`src/rtl/e1_tx_sync.sv`:
```
module e1_tx_sync #(
  parameter int DIV       = 1,
  parameter int SLOTS     = 32,
  parameter int MF_FRAMES = 16
) (
  input  logic       clk,
  input  logic       rst,
  input  logic       cfg_structured,
  input  logic       cfg_crc_mf,
  input  logic       cfg_mf_high,
  input  logic [7:0] tx_byte,
  output logic       bit_tick,
  output logic [$clog2(SLOTS*8)-1:0] bit_pos,
  output logic       byte_load,
  output logic       tx_data,
  output logic       frame_pulse,
  output logic       mf_pulse
);
  localparam int FRAME_BITS = SLOTS * 8;
  localparam int BW = $clog2(FRAME_BITS);
  localparam int FW = (MF_FRAMES > 1) ? $clog2(MF_FRAMES) : 1;
  localparam int DW = (DIV > 1) ? $clog2(DIV) : 1;

  logic [DW-1:0] div_cnt;
  logic [BW-1:0] bit_cnt;
  logic [FW-1:0] frm_cnt;
  logic [7:0]    sh;
  logic          act_s, act_c, act_p;

  logic adv, bit_last, frm_last, mf_end, mf_act;

  assign adv      = (div_cnt == DW'(DIV - 1));
  assign bit_last = (bit_cnt == BW'(FRAME_BITS - 1));
  assign frm_last = (frm_cnt == FW'(MF_FRAMES - 1));
  assign mf_end   = adv && bit_last && frm_last;

  always_ff @(posedge clk) begin
    if (rst) begin
      div_cnt <= '0;
      bit_cnt <= '0;
      frm_cnt <= '0;
    end else if (adv) begin
      div_cnt <= '0;
      bit_cnt <= bit_last ? '0 : bit_cnt + BW'(1);
      if (bit_last) frm_cnt <= frm_last ? '0 : frm_cnt + FW'(1);
    end else begin
      div_cnt <= div_cnt + DW'(1);
    end
  end

  always_ff @(posedge clk) begin
    if (rst)
      sh <= '0;
    else if (adv)
      sh <= (bit_cnt[2:0] == 3'd7) ? tx_byte : {sh[6:0], 1'b0};
  end

  always_ff @(posedge clk) begin
    if (rst || mf_end) begin
      act_s <= cfg_structured;
      act_c <= cfg_crc_mf;
      act_p <= cfg_mf_high;
    end
  end

  assign mf_act      = act_s && (bit_cnt == '0) &&
                       (act_c ? (frm_cnt == '0) : !frm_cnt[0]);
  assign bit_tick    = (div_cnt == '0);
  assign bit_pos     = bit_cnt;
  assign byte_load   = (bit_cnt[2:0] == 3'd7);
  assign tx_data     = sh[7];
  assign frame_pulse = (bit_cnt == '0);
  assign mf_pulse    = act_p ? mf_act : !mf_act;

  a_r1_bit_step: assert property (@(posedge clk) disable iff (rst)
    adv |=> bit_cnt == ($past(bit_last) ? '0 : $past(bit_cnt) + BW'(1)));
  a_r1_bit_hold: assert property (@(posedge clk) disable iff (rst)
    !adv |=> $stable(bit_cnt));
  a_r3_frame_step: assert property (@(posedge clk) disable iff (rst)
    (adv && bit_last) |=> frm_cnt == ($past(frm_last) ? '0 : $past(frm_cnt) + FW'(1)));
  a_r7_mf_in_frame: assert property (@(posedge clk) disable iff (rst)
    mf_act |-> frame_pulse);
  a_r8_cfg_held: assert property (@(posedge clk) disable iff (rst)
    !mf_end |=> $stable({act_s, act_c, act_p}));
  a_r10_data_steady: assert property (@(posedge clk) disable iff (rst)
    !adv |=> $stable(tx_data));
endmodule

```
`config.mk`:
```
export PLATFORM = sky130hd
export DESIGN_NAME = e1_tx_sync
export DESIGN_NICKNAME = d
export VERILOG_FILES = /design/src/rtl/e1_tx_sync.sv
export SDC_FILE = /design/constraint.sdc
export NUM_CORES = 1
export LEC_CHECK = 0
export ABC_AREA = 1
export ABC_CLOCK_PERIOD_IN_PS = 1600
export CELL_PAD_IN_SITES_DETAIL_PLACEMENT = 0
export CELL_PAD_IN_SITES_GLOBAL_PLACEMENT = 1
export CORE_UTILIZATION = 36
export CTS_CLUSTER_DIAMETER = 100
export CTS_CLUSTER_SIZE = 30
export DETAILED_ROUTE_END_ITERATION = 10
export PLACE_DENSITY_LB_ADDON = 0.1
export SYNTH_ARGS = -nofsm -noshare
export SYNTH_HDL_FRONTEND = slang
export SYNTH_SLANG_ARGS = --single-unit
```
`constraint.sdc`:
```
create_clock -name clk -period 1.6 [get_ports clk]
set_input_delay 0.32 -clock clk [delete_from_list [all_inputs] [get_ports clk]]
set_output_delay 0.32 -clock clk [all_outputs]
set_load 0.01 [all_outputs]
```
==> metrics.yaml, run 1 <==
run_status:
  outcome: "finished with violations"
  violations: "setup timing"
detailed_routing:
  drc: 0
  top_layer: "met4"
  drt-pass1-iter-count: 4
  wl_met1_um: 1330
  via_per_inst: 4.41
  drt_wl_total_um: 2650
  wl_met2_um: 1210
  wl_per_cell_um: 10.2
  vias: 1143
  ant_nets: 0
  dr_wl_met3_um: 87
  drtIter0Drc: 40
synth:
  synth_cells: 166
  yosysWarnings: 0
  yosysTopAreaCellShare_pct: 33.9
  ys_seq_area_share_pct: 41.2
  yosys-top-cells-area: "dfxtp_1, inv_1, nand2_1"
  syn_nets: 184
  synth-seq-cells: 24
  synth_cell_type_count: 28
  synth_top_cell_by_area: "dfxtp_1"
  syn_area_sq_mm: 0.00124
  syn_area_per_cell_sq_um: 7.47
clocking:
  worstSkewPairLatency_ps: 320
  tritoncts: "done"
  h-tree-depth: 1
  numCtsBuffers: 3
  root_buffer: "clkbuf_4"
  clk_pin_slew_ps: 130
  cts_hold_buf: 0
  cts.path.max_buffers: 2
  cts_sinks: 24
timing:
  worst_clock_skew_ps: 7.54
  setup_violations: 1
  hold_viol: 0
  slew_viol_final: 0
  timing.final.crit_share_pct: 109
  finalCriticalPeriod_ps: 1750
  whs_ps: 470
  max_freq_ghz: 0.572
  final.setup.worst_slack_ps: -150
  rsz0062_at_grt: "yes"
  tns_ps: -150
place:
  dpl_cell_area_sq_mm: 0.00167
  port_buffers: 25
  place_inst: 252
  place_congestion: 0.783
  place_worst_setup_slack_ps: -207
  dp_hpwl_um: 1990
floorplanning:
  die_h_um: 60.7
  initial_core_util_pct: 39.3
  num_io_pins: 26
  die_w_um: 60.7
  core_sq_mm: 0.00315
  num_rows: 20
  die-area_sq_mm: 0.00368
setup_path:
  setup.worst_path.start_class: "flip-flop"
  criticalPathCategory: "flip-flop to output port"
  crit_path_end_kind: "output port"
  cp.required_ps: 1280
  cp.arrival_ps: 1430
  critPathMaxFanout: 2
job:
  drv_cap: 0
power_and_ir_drop:
  cellPowerDensity_mw_per_mm2: 629
  p_total_mw: 1.12
  p_leak_nw: 0.840
  vdd_drop_max_v: 0.000451
global_routing:
  antenna_found_initial: 0
  first_global_vias: 1031
  grt_pass1_wl_um: 4330
  grt_max_degree: 20
  grt_overflow_total: 0
  grt_use_total_pct: 16.1
cells_and_area:
  diodes: 0
  finalNonFillerCells: 259
  seqCellArea_sq_um: 517
  nets: 234
  fin_util_pct: 56.5
  multi_input_area_sq_um: 646
  drive_gt1_share_pct: 27.9
  num-fill-cells: 326
  finalInstanceArea_sq_mm: 0.00178
  area_growth_pct: 43.8
hold_path:
  min_path_type: "flip-flop to flip-flop"
[routing by layer]
metal	track usage, %	up-vias
met5	0	-
met4	3.90	0
met3	5.12	5
met2	26.4	22
met1	20.6	496
li1	-	620
[path summary, 6_finish.rpt]
| check | startpoint | endpoint | slack, ps | cells after the start |
|---|---|---|---|---|
| worst min register to register | sh[0]$_SDFFE_PP0N_ | sh[0]$_SDFFE_PP0N_ | 470 | 2 |
| worst max register to register | bit_pos[0]$_SDFFE_PP0N_ | act_s$_DFFE_PP_ | 70 | 9 |
| worst min-delay path | sh[0]$_SDFFE_PP0N_ | sh[0]$_SDFFE_PP0N_ | 470 | 2 |
| worst max-delay path | bit_pos[0]$_SDFFE_PP0N_ | mf_pulse | -150 | 9 |
[critical path: stages (launching register included)]
cell and delay (ps):
dfxtp_2 350, inv_2 70, ha_4 130, nand2_4 50, nor2_4 120, buf_6 100
nand3_2 50, nand2_1 60, nand2_1 40, buf_2 130
[kinds of logic after synthesis]
kind of cell	synth area share (%)
and+or+nand+nor	25.5
DFF	41.2
AOI/OAI and AO/OA	13.9
other	0.302
xor gates and xnor gates	1.41
adders and majority gates	5.05
buffers and inverters	12.6
[repair_timing]
action / 4_1_cts / 5_1_grt
resized for setup: 37 / 10
setup buffers: 1 / 3
pin swaps: 4 / 2
setup endpoints to repair: 15 / 8
[report_power, final]
part / internal (mW) / switching, mW
Sequential: 0.632 / 0.00983
Clock: 0.0977 / 0.186
Combinational: 0.106 / 0.0897
[sequential cells by signal (all words and copies together), names as in the netlist]
register	count
sh	8
div_cnt	1
frm_cnt	4
act_c	1
bit_pos	8
act_s	1
act_p	1
[cell usage in the layout (no fill, tap or decap), types with 9 or more instances in the layout]
cell	count
a21oi_1	13
dfxtp_1	16
buf_4	23
nand2_1	27
nor2_1	10
o21ai_0	11
dlygate4sd2_1	9
inv_1	26
o21ai_1	9
clkdlybuf4s50_1	13
[cells in the mapped netlist]
master / n
nor2_2: 1
nand4_1: 4
clkbuf_1: 1
nor3_1: 1
edfxtp_1: 3
conb_1: 1
nor2_1: 13
clkinv_2: 1
xnor2_1: 1
a21oi_1: 13
clkinv_1: 1
nand3_4: 1
nand2_4: 1
nand2_1: 28
inv_1: 29
a211oi_1: 1
nand3_1: 7
buf_2: 1
dfxtp_1: 21
xor2_1: 1
o21ai_0: 12
nor3_2: 1
nor2_4: 3
inv_2: 2
buf_6: 2
ha_1: 5
o21ai_1: 8
nand2_2: 3
[cell type report]
type	instances	share of cell area, %
tap	44	3.09
clock buffer	4	1.47
multi-input combinational	105	36.2
sequential	24	29.0
inverter	33	7.02
timing repair buffer	49	23.2
(Power assumes the default switching activity.)
==> run 2: changes to the inputs <==
Settings changed: ABC_CLOCK_PERIOD_IN_PS 1600 to 1970.
Clock period 1.6 ns to 1.97 ns, I/O delays scaled along.
==> run 2 against run 1 <==
Compared with the run above:
- the run now ends clean
- worst setup slack better by 240 ps
- die area did not move
- non-clock buffer count down 13
- hold slack gained 3.1 ps
- via count down 4.5%
- wire length is 5.8% lower
- sequential cell count stayed put
- design area down 6.9%
- largest power group unchanged
- global-route usage fell by 1.2 points
- critical path depth is 5 lower
- clock power grew 29%
==> metrics.yaml, run 2 (synthesis results as in run 1) <==
detailed_routing:
  wl_per_cell_um: 10.2  # about the same
  drtIter0Drc: 58  # was 40
  via_per_inst: 4.43  # was 4.41
  drc: 0  # unchanged
  vias: 1091  # was 1,143
  drt-pass1-iter-count: 7  # was 4
  ant_nets: 0  # unchanged
  drt_wl_total_um: 2500  # was 2650 um
clocking:
  cts_hold_buf: 0  # unchanged
  root_buffer: "clkbuf_4"  # unchanged
  worstSkewPairLatency_ps: 320  # about the same
  cts.path.max_buffers: 2  # unchanged
  cts_sinks: 24  # unchanged
  numCtsBuffers: 3  # unchanged
  h-tree-depth: 1  # unchanged
  clk_pin_slew_ps: 140  # was 130 ps
  tritoncts: "done"  # unchanged
cells_and_area:
  area_growth_pct: 33.8  # was 43.8%
  final_common_cell: "inv_1"  # was nand2_1
  diodes: 0  # unchanged
  finalNonFillerCells: 246  # was 259
  fin_util_pct: 52.6  # was 56.5%
  nets: 221  # was 234
  mostFrequentLayoutCells: "inv_1, nand2_1, clkdlybuf4s50_1, dfxtp_1, a21oi_1"  # was nand2_1, inv_1, buf_4, dfxtp_1
  finalInstanceArea_sq_mm: 0.00166  # was 0.00178 sq mm
  drive_gt1_share_pct: 16.8  # was 27.9%
run_status:
  outcome: "completed"  # was finished with violations
floorplanning:
  die_h_um: 60.7  # unchanged
  initial_core_util_pct: 39.3  # unchanged
  die_w_um: 60.7  # unchanged
  core_sq_mm: 0.00315  # unchanged
  num_io_pins: 26  # unchanged
  die-area_sq_mm: 0.00368  # unchanged
  num_rows: 20  # unchanged
global_routing:
  met3_usage_pct: 4.90  # was 5.12%
  grt_overflow_total: 0  # unchanged
  grt_pass1_wl_um: 4110  # was 4330 um
  grt_max_degree: 20  # unchanged
  grt.busiest_layer: "met2"  # unchanged
  use_met2_pct: 25.4  # was 26.4%
  antenna_found_initial: 0  # unchanged
  first_global_vias: 984  # was 1,031
  grtUsageMet1_pct: 18.7  # was 20.6%
  grt_use_total_pct: 14.9  # was 16.1%
hold_path:
  min_path_type: "flip-flop to flip-flop"  # unchanged
  hold_depth: 2  # unchanged
setup_path:
  setup.worst_path.start_class: "flip-flop"  # unchanged
  cp.arrival_ps: 1490  # was 1430 ps
  reg2reg_depth: 8  # was 9
  crit_path_end_kind: "output port"  # unchanged
  criticalPathCategory: "flip-flop to output port"  # unchanged
  cp.required_ps: 1580  # was 1280 ps
  critPathMaxFanout: 3  # was 2
place:
  place_worst_setup_slack_ps: 104  # was -207 ps
  place_congestion: 0.806  # was 0.783
  dp_hpwl_um: 1940  # was 1990 um
  place_inst: 242  # was 252
  port_buffers: 25  # unchanged
  dpl_cell_area_sq_mm: 0.00160  # was 0.00167 sq mm
timing:
  setup_violations: 0  # was 1
  worst_clock_skew_ps: 4.45  # was 7.54 ps
  finalCriticalPeriod_ps: 1880
  tns_ps: 0  # was -150 ps
  rsz0062_at_grt: "no"  # was yes
  max_freq_ghz: 0.532
  final.setup.worst_slack_ps: 88.6  # was -150 ps
  hold_viol: 0  # unchanged
  slew_viol_final: 0  # unchanged
  timing.final.crit_share_pct: 95.5
power_and_ir_drop:
  cellPowerDensity_mw_per_mm2: 613  # was 629 mW/mm^2
  vdd_drop_max_v: 0.000411  # was 0.000451 V
  p_leak_nw: 0.726  # was 0.840 nW
job:
  drv_cap: 0  # unchanged
-- run 2: changes by cell type in the layout (fill, tap and decap cells not counted), sizes merged --
cell           previous run  this run
buf                      27        11
bufinv                    0         1
clkdlybuf4s15             0         1
clkdlybuf4s50            13        22
dlygate4sd2               9         1
-- run 2: critical path, stage by stage (launching register included) --
cell and delay, ps:
dfxtp_1 330, buf_4 140, ha_1 220, ha_2 190
dlygate4sd2_1 280
-- run 2: report_power, final --
group / internal [mW] / switching, mW / total [mW]
clock: 0.206 / 0.159 / 0.364
sequential: 0.513 / 0.00725 / 0.520
combinational: 0.0695 / 0.0636 / 0.133
total: 0.788 / 0.229 / 1.02
-- run 2: per-stage QoR --
| step | hold slack (ps) | power (mW) |
|---|---|---|
| 2_1_floorplan | 435 | 0.596 |
| 3_3_place_gp | 451 | 0.663 |
| 3_5_place_dp | 455 | 0.666 |
| 4_1_cts | 479 | 1.04 |
| 5_1_grt | 499 | 1.07 |
| 6_report | 473 | 1.02 |
-- run 2: path summary, 6_finish.rpt --
kind                           startpoint                 end  slack (ps)
setup / recovery  bit_pos[0]$_SDFFE_PP0N_           byte_load          90
hold / removal         sh[0]$_SDFFE_PP0N_  sh[0]$_SDFFE_PP0N_         470
setup reg to reg  bit_pos[1]$_SDFFE_PP0N_     act_s$_DFFE_PP_         340
hold reg to reg        sh[0]$_SDFFE_PP0N_  sh[0]$_SDFFE_PP0N_         470
-- run 2: cell type report --
class	instances	area (sq um)
fill	338	1490
multi-input combinational	105	587
sequential	24	513
timing repair buffer	36	327
inverter	33	125
tap	44	55.1
clock inverter	1	30.0
clock buffer	3	22.5
-- run 2: routing by layer --
| metal | vias up | part of all wire (%) |
|---|---|---|
| met5 | - | 0 |
| met4 | 0 | 0.84 |
| met2 | 19 | 45 |
| met3 | 2 | 4.6 |
| li1 | 593 | - |
| met1 | 477 | 49 |
-- run 2: timing repair --
item | 4_1_cts | 5_1_grt
setup endpoints to repair | 3 | 3
gates resized for setup | 7 | 6
buffers inserted | 0 | 0
pin swaps | 0 | 2
